<file path="src/rtl/gpq_pkg.sv">
`timescale 1ns/1ps
package gpq_pkg;
    localparam int unsigned GPQ_AW = 3;

    typedef enum logic [GPQ_AW-1:0] {
        A_FUNC = 3'd0,
        A_DIR  = 3'd1,
        A_QPER = 3'd2,
        A_DATA = 3'd3,
        A_SET  = 3'd4,
        A_CLR  = 3'd5,
        A_TGL  = 3'd6,
        A_NONE = 3'd7
    } gpq_addr_e;

    typedef enum logic {
        QS_BYPASS = 1'b0,
        QS_SAMPLE = 1'b1
    } gpq_qstate_e;
endpackage

</file>
<file path="src/rtl/gpq_regs.sv">
`timescale 1ns/1ps
module gpq_regs
    import gpq_pkg::*;
#(
    parameter int unsigned W    = 16,
    parameter int unsigned PERW = 8
) (
    input  logic              clk,
    input  logic              rst_n,
    input  logic              wr_en,
    input  logic [GPQ_AW-1:0] addr,
    input  logic [W-1:0]      wdata,
    input  logic [W-1:0]      pin_level,
    output logic [W-1:0]      func_sel,
    output logic [W-1:0]      dir,
    output logic [W-1:0]      latch,
    output logic [PERW-1:0]   period,
    output logic              per_load,
    output logic [PERW-1:0]   per_val,
    output logic [W-1:0]      rdata
);
    gpq_addr_e       a_e;
    logic [W-1:0]    func_q, dir_q, lat_q;
    logic [PERW-1:0] per_q;

    assign a_e = gpq_addr_e'(addr);

    always_ff @(posedge clk) begin
        if (!rst_n) begin
            func_q <= '0;
            dir_q  <= '0;
            lat_q  <= '0;
            per_q  <= '0;
        end else if (wr_en) begin
            case (a_e)
                A_FUNC:  func_q <= wdata;
                A_DIR:   dir_q  <= wdata;
                A_QPER:  per_q  <= wdata[PERW-1:0];
                A_DATA:  lat_q  <= wdata;
                A_SET:   lat_q  <= lat_q | wdata;
                A_CLR:   lat_q  <= lat_q & ~wdata;
                A_TGL:   lat_q  <= lat_q ^ wdata;
                default: ;
            endcase
        end
    end

    always_comb begin
        case (a_e)
            A_FUNC:  rdata = func_q;
            A_DIR:   rdata = dir_q;
            A_QPER:  rdata = W'(per_q);
            A_DATA:  rdata = pin_level;
            default: rdata = '0;
        endcase
    end

    assign func_sel = func_q;
    assign dir      = dir_q;
    assign latch    = lat_q;
    assign period   = per_q;
    assign per_load = wr_en && (a_e == A_QPER);
    assign per_val  = wdata[PERW-1:0];

    assert_set_R4: assert property (@(posedge clk) disable iff (!rst_n)
        (wr_en && a_e == A_SET) |=> ((lat_q & $past(wdata)) == $past(wdata)) &&
                                    ((lat_q & ~$past(wdata)) == ($past(lat_q) & ~$past(wdata))));
    assert_clr_R5: assert property (@(posedge clk) disable iff (!rst_n)
        (wr_en && a_e == A_CLR) |=> ((lat_q & $past(wdata)) == '0) &&
                                    ((lat_q & ~$past(wdata)) == ($past(lat_q) & ~$past(wdata))));
    assert_tgl_R6: assert property (@(posedge clk) disable iff (!rst_n)
        (wr_en && a_e == A_TGL) |=> (lat_q == ($past(lat_q) ^ $past(wdata))));
    assert_lat_hold_R3: assert property (@(posedge clk) disable iff (!rst_n)
        !(wr_en && (a_e == A_DATA || a_e == A_SET || a_e == A_CLR || a_e == A_TGL))
        |=> $stable(lat_q));
endmodule

</file>
<file path="src/rtl/gpq_sync.sv">
`timescale 1ns/1ps
module gpq_sync #(
    parameter int unsigned W = 16
) (
    input  logic         clk,
    input  logic         rst_n,
    input  logic [W-1:0] raw_i,
    output logic [W-1:0] sync_o
);
    logic [W-1:0] ff1_q, ff2_q;

    always_ff @(posedge clk) begin
        if (!rst_n) begin
            ff1_q <= '0;
            ff2_q <= '0;
        end else begin
            ff1_q <= raw_i;
            ff2_q <= ff1_q;
        end
    end

    assign sync_o = ff2_q;
endmodule

</file>
<file path="src/rtl/gpq_qual.sv">
`timescale 1ns/1ps
module gpq_qual
    import gpq_pkg::*;
#(
    parameter int unsigned W    = 16,
    parameter int unsigned PERW = 8,
    parameter int unsigned RUN  = 6
) (
    input  logic            clk,
    input  logic            rst_n,
    input  logic [W-1:0]    sync_i,
    input  logic [PERW-1:0] period_i,
    input  logic            load_i,
    input  logic [PERW-1:0] load_val_i,
    output logic [W-1:0]    level_o
);
    localparam int unsigned CW = PERW + 1;

    gpq_qstate_e   state_q, state_d;
    logic [CW-1:0] cnt_q, limit;
    logic          tick;
    logic [W-1:0]  qual_q;
    logic [W-1:0]  agree;

    // State register
    always_ff @(posedge clk) begin
        if (!rst_n) state_q <= QS_BYPASS;
        else        state_q <= state_d;
    end

    // Transitions: ARM (bypass -> sample), DISARM (sample -> bypass)
    always_comb begin
        state_d = state_q;
        unique case (state_q)
            QS_BYPASS: if (load_i && load_val_i != '0) state_d = QS_SAMPLE;
            QS_SAMPLE: if (load_i && load_val_i == '0) state_d = QS_BYPASS;
        endcase
    end

    assign limit = {period_i, 1'b0} - CW'(1);
    assign tick  = (state_q == QS_SAMPLE) && !load_i && (cnt_q == limit);

    always_ff @(posedge clk) begin
        if (!rst_n)
            cnt_q <= '0;
        else if (load_i || state_q == QS_BYPASS || tick)
            cnt_q <= '0;
        else
            cnt_q <= cnt_q + CW'(1);
    end

    for (genvar i = 0; i < W; i++) begin : g_pin
        logic [RUN-1:0] hist_q;
        logic [RUN-1:0] window;

        assign window   = {hist_q[RUN-2:0], sync_i[i]};
        assign agree[i] = (&window) || !(|window);

        always_ff @(posedge clk) begin
            if (!rst_n) begin
                hist_q    <= '0;
                qual_q[i] <= 1'b0;
            end else if (state_q == QS_BYPASS) begin
                hist_q    <= {RUN{sync_i[i]}};
                qual_q[i] <= sync_i[i];
            end else if (tick) begin
                hist_q <= window;
                if (agree[i]) qual_q[i] <= sync_i[i];
            end
        end

        assert_run_R8: assert property (@(posedge clk) disable iff (!rst_n)
            (state_q == QS_SAMPLE && tick && !agree[i]) |=> $stable(qual_q[i]));
    end

    // Output process
    always_comb begin
        unique case (state_q)
            QS_BYPASS: level_o = sync_i;
            QS_SAMPLE: level_o = qual_q;
        endcase
    end

    assert_cnt_bound_R8: assert property (@(posedge clk) disable iff (!rst_n)
        (state_q == QS_SAMPLE) |-> (cnt_q <= limit));
    assert_qual_hold_R8: assert property (@(posedge clk) disable iff (!rst_n)
        (state_q == QS_SAMPLE && !tick) |=> $stable(qual_q));
endmodule

</file>
<file path="src/rtl/gpio_qual_port.sv">
`timescale 1ns/1ps
module gpio_qual_port
    import gpq_pkg::*;
#(
    parameter int unsigned PINS = 16,
    parameter int unsigned PERW = 8,
    parameter int unsigned RUN  = 6
) (
    input  logic              clk,
    input  logic              rst_n,
    input  logic              wr_en,
    input  logic [GPQ_AW-1:0] addr,
    input  logic [PINS-1:0]   wdata,
    output logic [PINS-1:0]   rdata,
    input  logic [PINS-1:0]   pad_in,
    output logic [PINS-1:0]   pad_out,
    output logic [PINS-1:0]   pad_oe,
    input  logic [PINS-1:0]   periph_out,
    input  logic [PINS-1:0]   periph_oe,
    output logic [PINS-1:0]   periph_in
);
    logic [PINS-1:0] func_sel, dir, latch, sync_lvl, level;
    logic [PERW-1:0] period, per_val;
    logic            per_load;

    gpq_regs #(.W(PINS), .PERW(PERW)) u_regs (
        .clk(clk), .rst_n(rst_n), .wr_en(wr_en), .addr(addr), .wdata(wdata),
        .pin_level(level), .func_sel(func_sel), .dir(dir), .latch(latch),
        .period(period), .per_load(per_load), .per_val(per_val), .rdata(rdata)
    );

    gpq_sync #(.W(PINS)) u_sync (
        .clk(clk), .rst_n(rst_n), .raw_i(pad_in), .sync_o(sync_lvl)
    );

    gpq_qual #(.W(PINS), .PERW(PERW), .RUN(RUN)) u_qual (
        .clk(clk), .rst_n(rst_n), .sync_i(sync_lvl), .period_i(period),
        .load_i(per_load), .load_val_i(per_val), .level_o(level)
    );

    for (genvar i = 0; i < PINS; i++) begin : g_mux
        assign pad_out[i] = func_sel[i] ? periph_out[i] : latch[i];
        assign pad_oe[i]  = func_sel[i] ? periph_oe[i]  : dir[i];
    end

    assign periph_in = level;

    assert_gpio_oe_R2: assert property (@(posedge clk) disable iff (!rst_n)
        (wr_en && gpq_addr_e'(addr) == A_DIR)
        |=> ((pad_oe & ~func_sel) == ($past(wdata) & ~func_sel)));
    assert_periph_oe_R1: assert property (@(posedge clk) disable iff (!rst_n)
        (wr_en && gpq_addr_e'(addr) == A_FUNC)
        |=> ((pad_oe & func_sel) == (periph_oe & $past(wdata))));
endmodule

</file>
<file path="config.mk">
export PLATFORM = sky130hd
export DESIGN_NAME = gpio_qual_port
export DESIGN_NICKNAME = d
export VERILOG_FILES = /design/src/rtl/gpq_pkg.sv /design/src/rtl/gpq_regs.sv /design/src/rtl/gpq_sync.sv /design/src/rtl/gpq_qual.sv /design/src/rtl/gpio_qual_port.sv
export SDC_FILE = /design/constraint.sdc
export NUM_CORES = 1
export LEC_CHECK = 0
export BUFFER_PORTS_ARGS = -buffer_cell sky130_fd_sc_hd__buf_2
export CAP_MARGIN = 20
export CORE_MARGIN = 1.5
export CORE_UTILIZATION = 45
export CTS_CLUSTER_DIAMETER = 120
export CTS_CLUSTER_SIZE = 40
export DETAILED_ROUTE_END_ITERATION = 10
export PLACE_DENSITY = 0.73
export SLEW_MARGIN = 20
export SYNTH_ARGS = -nofsm -noshare
export SYNTH_HDL_FRONTEND = slang
export SYNTH_SLANG_ARGS = --single-unit
</file>
<file path="constraint.sdc">
create_clock -name clk -period 3.8 [get_ports clk]
set_clock_uncertainty 0.1 [all_clocks]
set_input_delay 0.95 -clock clk [delete_from_list [all_inputs] [get_ports clk]]
set_output_delay 0.95 -clock clk [all_outputs]
set_load 0.05 [all_outputs]
</file>
==> results.md, run 1 <==
* HPWL after DPL at around 17,000 um
* Skew-Pair Late Insertion Delay at approximately 440 ps
* NumNets Final at 1,387
* Total leakage power at around 4.6 nW
* Synth top area share at a little under two fifths
* WL/cell at between 15 and 20 um
* Final setup TNS at 0 ps
* Final Cell Area at 11,700 um^2
* Max-Cap Viols at 0
* Mapped Cells at about 1,200
* Cts repair resizes at 0
* Achievable Freq at approximately 0.28 GHz
* Period utilization at between 90% and 100%
* FF/Latch Area at 3890 um^2
* Status: finished clean
* Post-Syn Area per Cell at around 8.4 um^2
* Ant. Diodes at 0
* Vias in the first global route at 8,626
* Hold Path Class: reg -> reg
* Fill cells at approximately 2,100
* Clock sink count at between 150 and 200
* Main synth FF type: dfxtp_1
* RePlAce Congestion at a little over 0.8
* Crit path buffers/inverters at 1
* Final setup viols at 0
* Clock Path Buffers at 2
* Crit path DAT at approximately 2600 ps
* Die width at around 150 um
* Chip Height at 154 um
* EDFF count, synth at 0
* Synth unique cells at between 40 and 50
* Vias per cell at around 6.0
* Cell family with most CP delay: flip-flops
* Max_slew headroom at 53.9%
* Non-filler cells, final at approximately 1,600
* Syn nets at 1,314
* Count leader, synth: dfxtp_1
* Cell Area, Synth at around 10,000 um^2
* CP Launch Type: register
* Yosys warning count at 0
* Overflow after GRT at 0
* Setup Fix Bufs, Post-CTS at 0
* DR pass1 iterations at 5
* Pwr dens at about 400 nW/um^2
* Synth cell count leaders: dfxtp_1, nand2_1, a31oi_1
* Final hold vios at 0
* R2R Setup Slk at between 600 and 700 ps
* Post-DRT Antenna Nets at 0
* Max-slew violations at 0
* CP max FO at 52
* Worst-path clk slew at ~70 ps
* Routed WL at 27,000 um
* Biggest area consumer among synthesized cells: dfxtp_1
* #FFs+latches synth at ~190
* # rows at 54
* DRT iter0 DRCs at between 1,000 and 1,500
* Area contributors post-synth: dfxtp_1, nand2_1, mux2i_1, a31oi_1, o211ai_1
* Critical path type: reg -> out
* Multi-input logic area at approximately 5700 um^2
* Worst-path cell chain: nand2b_1, nand2_1, mux4_2, nor2b_1, buf_2
* Cell Area, Placed at ~11,000 um^2
* # H-tree levels at 4
* Largest net degree at the start of global routing at around 120
* Total GRT Usage at a little under a quarter
* Die area at around 24,000 um^2
* Cts hold-fix bufs at 0
* Max incr delay on CP at between 700 and 800 ps
* Worst slew pin tran at about 690 ps
* First-pass GRT wire length at roughly 45,000 um
* CP endpoint kind: output port
* Maximum vdd drop at around 0.00033 V
* Critical-path top delay cell: dfxtp_4
* Placed cell count at 1,544
* Routed vias at 9,409
* Starting Density at 46.3%
* Number of CTS-inserted buffers at 17
* Remaining routing DRC violations at 0
* CTS root buffer: clkbuf_16
* Async set-reset flop share out of synthesis at 0%
* Required @ worst endpoint at approximately 2800 ps
* Share of layout cells above drive strength 1 at between 15 and 20%
* Core Area at around 22,000 um^2
* Area Growth Syn to Fin at 14.9%
* CTS tree: yes
* Sequential share of the synthesized area at 38.0%
* RSZ-0062 raised after global routing: no
* Min cycle time layout at 3620 ps
* I/O Buffers at 133
* Initial antenna violation count at 2
* I/O pins at ~130
## per-stage QoR
step | util, % | worst slack, ps | total power, mW | hold WS (ps)
after floorplan | - | 46.5 | 2.63 | 312
after global placement | 50.4 | 354 | 2.80 | 318
after detailed placement | 50.4 | 361 | 2.81 | 318
after CTS | 53.3 | 201 | 4.71 | 333
after global routing | 53.3 | 108 | 4.87 | 350
final | 53.3 | 178 | 4.68 | 333
## flip-flops by register name, indices dropped and copies added (netlist names), named ones only
name                 cells
u_qual.cnt_q             9
u_qual.qual_q           16
u_qual.g_pin.hist_q     80
u_regs.dir              16
u_regs.func_sel         16
u_sync.sync_o           16
u_regs.latch            16
u_regs.period            8
u_sync.ff1_q            16
## metal layers
layer / global-route usage [%] / up-vias / routed length (um)
met1: 32.7 / 4496 / 12800
met3: 4.06 / 28 / 1720
met4: 4.99 / 0 / 284
li1: - / 4532 / -
met5: 0 / - / 0
met2: 35.6 / 353 / 12200
## cells in the final DEF (no fill, tap or decap), types with 2 or more instances in the layout
cell | Yosys | layout
bufinv_16 | 0 | 3
o21a_1 | 2 | 2
xor2_1 | 11 | 11
nor2_1 | 64 | 55
mux4_2 | 8 | 8
nand2_1 | 188 | 188
nor4_1 | 2 | 2
or4_1 | 16 | 16
nor2b_1 | 8 | 8
o22ai_1 | 16 | 16
mux2_2 | 17 | 17
ha_1 | 34 | 34
a21oi_1 | 57 | 57
and2_2 | 0 | 2
clkinvlp_4 | 0 | 4
and4_1 | 16 | 16
o41ai_2 | 16 | 16
nand3_1 | 5 | 5
inv_1 | 51 | 51
a31oi_1 | 82 | 82
xnor2_1 | 3 | 3
nand4_1 | 61 | 61
dfxtp_1 | 194 | 193
nor2_2 | 0 | 9
inv_6 | 0 | 4
inv_8 | 0 | 2
buf_2 | 20 | 133
o21ai_0 | 18 | 18
a21boi_0 | 6 | 6
mux2i_1 | 58 | 57
a211oi_1 | 17 | 17
clkbuf_16 | 0 | 17
nor3_1 | 18 | 17
o211ai_1 | 57 | 57
and2_1 | 38 | 36
buf_4 | 1 | 18
o2111ai_1 | 5 | 5
nand2b_1 | 18 | 18
buf_12 | 0 | 7
o31ai_1 | 6 | 6
## kinds of logic (layout without fill, tap and decap cells)
logic type	count (synthesis)	in the layout	synth area share (%)
xor+xnor	14	14	1.20
fa+ha+maj	34	34	4.17
flops	194	194	38.0
simple gates	441	441	21.3
compound gates	288	288	19.7
buf+inv	156	242	6.24
mux	83	83	9.33
## report_power, final
group          switching (mW)  total (mW)  internal, mW
registers              0.0592        2.16          2.10
clock network           0.852        1.91          1.06
logic                   0.416       0.617         0.201
total                    1.33        4.68          3.36
## worst register-to-register path, cell delays in order (launching register included)
cell and delay, ps:
dfxtp_1 470, inv_1 80, ha_1 240, and2_1 190, o21a_1 190, o31ai_1 490
nand2_2 550, o41ai_2 500, mux2i_1 260
## path summary, 6_finish.rpt
| check | endpoint | cells past startpoint | from |
|---|---|---|---|
| setup reg to reg | u_qual.qual_q[15]$_SDFFE_PN0P_ | 8 | u_regs.period[0]$_SDFFE_PN0P_ |
| hold / removal | u_sync.sync_o[11]$_SDFF_PN0_ | 1 | u_sync.ff1_q[11]$_SDFF_PN0_ |
| setup / recovery | rdata[1] | 5 | register |
| hold reg to reg | u_sync.sync_o[11]$_SDFF_PN0_ | 1 | u_sync.ff1_q[11]$_SDFF_PN0_ |
## cell type report
type,count,share of cell area (%)
Inverter,52,1.67
Timing Repair Buffer,158,8.02
Multi-Input combinational cell,860,48.9
Clock buffer,18,3.66
Sequential cell,194,33.1
Tap cell,280,2.99
Clock inverter,14,1.65
No activity file was read; power rests on OpenSTA's default activity.
==> inputs of run 2 (changes only) <==
--- a/config.mk
+++ b/config.mk
@@ -7,6 +7,7 @@
 export LEC_CHECK = 0
 export BUFFER_PORTS_ARGS = -buffer_cell sky130_fd_sc_hd__buf_2
 export CAP_MARGIN = 20
+export CORE_ASPECT_RATIO = 0.5
 export CORE_MARGIN = 1.5
 export CORE_UTILIZATION = 45
 export CTS_CLUSTER_DIAMETER = 120
==> results.md, run 2 (same netlist as run 1, synthesis figures left out) <==
* Status: finished clean
* Final setup viols at 0
* Core Area at 22,000 um^2
* WL/cell at ~18 um
* Clock Path Buffers at 2
* I/O Buffers at 133
* Total leakage power at 4.56 nW
* Hold Path Class: reg -> reg
* Starting Density at between 40% and 50%
* Overflow after GRT at 0
* Crit path DAT at 2580 ps
* I/O pins at around 130
* # H-tree levels at 4
* Final hold vios at 0
* CTS root buffer: clkbuf_16
* Required @ worst endpoint at between 2000 and 3000 ps
* Utilization after layout at between 50% and 60%
* R2R Setup Slk at roughly 520 ps
* Remaining routing DRC violations at 0
* Post-DRT Antenna Nets at 0
* Max-slew violations at 0
* Setup Fix Bufs, Post-CTS at 0
* First-pass GRT wire length at roughly 45,000 um
* Worst-path clk slew at around 80 ps
* NumNets Final at 1,384
* Skew-Pair Late Insertion Delay at between 400 and 500 ps
* Min cycle time layout at approximately 3600 ps
* Ant. Diodes at 0
* Area Growth Syn to Fin at 14.1%
* Final setup TNS at 0 ps
* Cts hold-fix bufs at 0
* Max-Cap Viols at 0
* Pwr dens at 395 nW/um^2
* CP endpoint kind: output port
* Achievable Freq at ~0.28 GHz
* # rows at 38
* Number of CTS-inserted buffers at 17
* CTS tree: yes
* Most flops, register: u_qual.g_pin.hist_q
* Initial antenna violation count at 0
* DRT iter0 DRCs at around 930
* DR pass1 iterations at 5
* Max_slew headroom at between 30% and 40%
* Die width at 216 um
* Die area at between 20,000 and 25,000 um^2
* Routed vias at ~9,600
* Period utilization at a little over nine tenths
* CP Launch Type: register
* Vias in the first global route at 8,710
* Share of layout cells above drive strength 1 at a little under a fifth
* Critical path type: reg -> out
* Most frequent cells in the layout: dfxtp_1, nand2_1, buf_2
* RSZ-0062 raised after global routing: no
* Vias per cell at 6.04
* Routed WL at about 28,000 um
* Largest net degree at the start of global routing at between 90 and 100
* Total GRT Usage at between 20% and 30%
* CP max FO at 52
* Worst slew pin tran at 970 ps
* HPWL after DPL at 18,100 um
* RePlAce Congestion at about 0.87
* Most common cell after layout, fill and taps aside: dfxtp_1
* Clock sink count at 194
* Max FFs per register at 80
* Cts repair resizes at 0
* Maximum vdd drop at approximately 0.00030 V
* Chip Height at around 110 um
run 2: path summary, 6_finish.rpt:
kind,startpoint,endpoint,cells past startpoint
max reg2reg,u_regs.period[0]$_SDFFE_PN0P_,u_qual.qual_q[11]$_SDFFE_PN0P_,8
max,register,rdata[4],5
min reg2reg,u_sync.ff1_q[3]$_SDFF_PN0_,u_sync.sync_o[3]$_SDFF_PN0_,1
min,u_sync.ff1_q[3]$_SDFF_PN0_,u_sync.sync_o[3]$_SDFF_PN0_,1
run 2: final cells by class:
class,instances,area (um^2)
repair buffers,155,868
clock inverters,14,159
inverters,52,195
well taps,300,375
flip-flops and latches,194,3890
fillers,1997,10300
clock buffers,18,439
multi-input cells,860,5730
run 2: power breakdown:
group | leakage, nW | total, mW | switching (mW) | internal, mW
sequential | 1.58 | 2.16 | 0.0617 | 2.10
combinational | 2.68 | 0.611 | 0.417 | 0.194
clock | 0.296 | 1.83 | 0.874 | 0.960
total | 4.56 | 4.60 | 1.35 | 3.25
run 2: routing by layer:
| metal | vias up | GRT usage (%) | share of wire [%] |
|---|---|---|---|
| li1 | 4526 | - | - |
| met1 | 4648 | 31.8 | 44 |
| met2 | 401 | 37.4 | 46 |
| met3 | 42 | 4.29 | 7.8 |
| met4 | 0 | 8.58 | 1.6 |
| met5 | - | 0 | 0 |
run 2: through the flow:
step	instance area, um^2	total power [mW]	hold WS, ps	setup WS (ps)	std cells
global placement	11100	2.79	317	355	1561
finish	11600	4.60	333	169	1593
floorplan	10200	2.63	312	46.5	1210
global route	11600	4.77	345	63.2	1593
CTS	11600	4.63	338	184	1593
detailed placement	11100	2.81	318	295	1561
run 2: worst max-delay path: stages, from the launching register on:
cell and delay (ps):
dfxtp_4 730, nand2b_1 290, nand2_1 240, mux4_2 510
nor2b_1 140, buf_2 220
==> inputs of run 3 (changes only) <==
--- a/config.mk
+++ b/config.mk
@@ -10,11 +10,13 @@
 export CORE_ASPECT_RATIO = 0.5
 export CORE_MARGIN = 1.5
 export CORE_UTILIZATION = 45
-export CTS_CLUSTER_DIAMETER = 120
+export CTS_BUF_LIST = sky130_fd_sc_hd__clkbuf_2 sky130_fd_sc_hd__clkbuf_4 sky130_fd_sc_hd__clkbuf_8
+export CTS_CLUSTER_DIAMETER = 40
 export CTS_CLUSTER_SIZE = 40
 export DETAILED_ROUTE_END_ITERATION = 10
 export PLACE_DENSITY = 0.73
 export SLEW_MARGIN = 20
 export SYNTH_ARGS = -nofsm -noshare
 export SYNTH_HDL_FRONTEND = slang
+export SYNTH_HIERARCHICAL = 1
 export SYNTH_SLANG_ARGS = --single-unit
==> results.md, run 3 <==
* Total GRT Usage at between 20% and 30%
* Pre-CTS setup slack at around 230 ps
* Pwr dens at between 300 and 400 nW/um^2
* CTS root buffer: clkbuf_8
* Final setup viols at 0
* Syn nets at approximately 1,200
* Synth unique cells at roughly 70
* Core Area at 21,700 um^2
* Total leakage power at roughly 4.8 nW
* Crit path buffers/inverters at 2
* Clock Path Buffers at 2
* Maximum vdd drop at about 0.00023 V
* Min-Delay Endpoint: u_sync/sync_o[13]$_SDFF_PN0_
* Worst-path clk slew at between 100 and 150 ps
* Switching pwr at 1.21 mW
* Share of layout cells above drive strength 1 at ~26%
* Max-slew violations at 0
* Worst-path cell chain: buf_4, mux2_2, mux4_2, nor2b_1, buf_2
* Yosys warning count at 6
* Total power at 4.11 mW
* Die width at roughly 210 um
* Count leader, synth: dfxtp_1
* Required @ worst endpoint at 2750 ps
* Cts repair resizes at 0
* Biggest area consumer among synthesized cells: dfxtp_1
* Overflow after GRT at 0
* Worst setup margin at between 200 and 300 ps
* NumNets Final at 1,258
* Cell Area, Synth at roughly 10000 um^2
* Post-DRT Antenna Nets at 0
* Reg power frac at between 50% and 60%
* Cts hold-fix bufs at 0
* Cell family with most CP delay: multiplexers
* I/O Buffers at between 100 and 150
* Area Growth Syn to Fin at 12.1%
* CP Depth at 5
* Synth top area share at 39.0%
* RePlAce Congestion at roughly 0.89
* Comb pwr share at 14.2%
* Max-Cap Viols at 0
* Fill cells at 1,978
* CP Launch Type: register
* RSZ-0062 raised after global routing: no
* CP endpoint kind: output port
* Post-Syn Area per Cell at between 9 and 10 um^2
* Status: finished clean
* WL/cell at about 18 um
* R2R Setup Slk at approximately 700 ps
* # H-tree levels at 4
* Initial antenna violation count at 4
* Vias in the first global route at 8,191
* Final hold vios at 0
* Most flops, register: u_qual/g_pin.hist_q
* First-pass GRT wire length at roughly 41,000 um
* CTS tree: yes
* Clock sink count at 194
* Max FFs per register at 80
* Routed vias at about 8,500
* Sequential share of the synthesized area at roughly two fifths
* # rows at 38
* DR pass1 iterations at 6
* Crit path DAT at 2450 ps
* Remaining routing DRC violations at 0
* Max incr delay on CP at ~500 ps
* Chip Height at 108 um
* Vias per cell at roughly 5.8
* Worst r2r src: u_regs/period[2]$_SDFFE_PN0P_
* Min cycle time layout at 3500 ps
* Critical-path top delay cell: mux4_2
* Pint at 2.90 mW
* Worst slew pin tran at between 700 and 800 ps
* Area contributors post-synth: dfxtp_1, a221o_1, nand2_1, ha_1, a21oi_1
* Achievable Freq at 0.286 GHz
* Period utilization at between 90% and 100%
* #FFs+latches synth at between 150 and 200
* Mapped Cells at roughly 1,100
* Largest net degree at the start of global routing at between 60 and 70
* Worst flop-to-flop path endpoint: u_qual/g_pin[4].hist_q[3]$_SDFFE_PN0P_
* Critical path type: reg -> out
* DRT iter0 DRCs at 592
* Hold path depth at 1
* Starting Density at between 40% and 50%
* HPWL after DPL at about 18,000 um
* Hold Slack at 348 ps
* Switching Fraction at slightly below 30%
* Async set-reset flop share out of synthesis at 0%
* Skew-Pair Late Insertion Delay at between 400 and 500 ps
* Number of CTS-inserted buffers at 17
* Main synth FF type: dfxtp_1
* R2R depth at 7
* EDFF count, synth at 0
* Routed WL at between 20,000 and 30,000 um
* Hold Path Origin: u_sync/ff1_q[13]$_SDFF_PN0_
* Final setup TNS at 0 ps
* Synth cell count leaders: dfxtp_1, nand2_1, a21oi_1
* I/O pins at roughly 130
* CP max FO at 17
* Clk pwr share at between 30% and 40%
* Most common cell after layout, fill and taps aside: dfxtp_1
* Most frequent cells in the layout: dfxtp_1, buf_2, nand2_1
* Hold Path Class: reg -> reg
* Max_slew headroom at 48.9%
* Setup Fix Bufs, Post-CTS at 0
* Die area at approximately 23,000 um^2
==> run 3: cell count changes in the layout (fill, tap and decap cells not counted), moves of 21 or more <==
cell      change
a221o_1      +64
a31oi_1      -66
and2_2       +32
mux2_4       +24
mux2i_1      -25
nand2_1      -62
nand4_1      -58
nor2_1       -21
o211ai_1     -50
==> run 3: cells by family (layout without fill, tap and decap cells) <==
logic type / Yosys count / in the layout / share of synthesized area [%]
compound gates: 224 / 224 / 16.8
xor+xnor: 17 / 17 / 1.65
fa+ha+maj: 34 / 34 / 4.27
buf+inv: 122 / 237 / 6.37
flops: 194 / 194 / 39.0
mux: 88 / 88 / 11.4
other cells: 0 / 3 / 0
simple gates: 373 / 373 / 20.5
==> run 3: per-layer routing <==
| metal | vias up | wire (um) | track usage (%) |
|---|---|---|---|
| li1 | 4027 | - | - |
| met1 | 4193 | 12000 | 30.3 |
| met2 | 273 | 12200 | 36.7 |
| met3 | 35 | 1280 | 4.07 |
| met4 | 0 | 421 | 8.55 |
| met5 | - | 0 | 0 |
==> run 3: area by class of cell <==
class                           count  area [um^2]  share of cell area (%)
Sequential cell                   194         3880                    34.8
Clock inverter                     12          143                    1.28
Inverter                           46          174                    1.56
Tap cell                          300          375                    3.36
Multi-Input combinational cell    736         5440                    48.8
Antenna cell                        3         7.51                  0.0673
Clock buffer                       20          263                    2.35
Timing Repair Buffer              159          873                    7.83
==> run 3: power by group through the flow <==
stage	Sequential, mW	Clock (mW)	Combinational [mW]
after floorplan	2.19	0	0.430
after global placement	2.20	0	0.555
after detailed placement	2.21	0	0.576
after CTS	2.16	1.39	0.578
after global routing	2.17	1.48	0.629
final	2.16	1.37	0.584
==> run 3: stage by stage <==
step	instances	cell area (um^2)	util, %
5_1_grt	1470	11200	51.5
6_report	1470	11200	51.5
4_1_cts	1467	11200	51.4
3_3_place_gp	1435	10700	49.6
2_1_floorplan	1052	9950	-
3_5_place_dp	1435	10700	49.6
==> run 3: worst max path at each step <==
stage / start / to / slack (ps)
detailed placement: addr[1] / u_qual/g_pin[5].hist_q[4]$_SDFFE_PN0P_ / 230
CTS: register / rdata[3] / 320
global placement: addr[1] / u_qual/g_pin[11].hist_q[2]$_SDFFE_PN0P_ / 340
floorplan: addr[0] / rdata[6] / 290
global route: register / rdata[3] / 250
finish: register / rdata[3] / 300
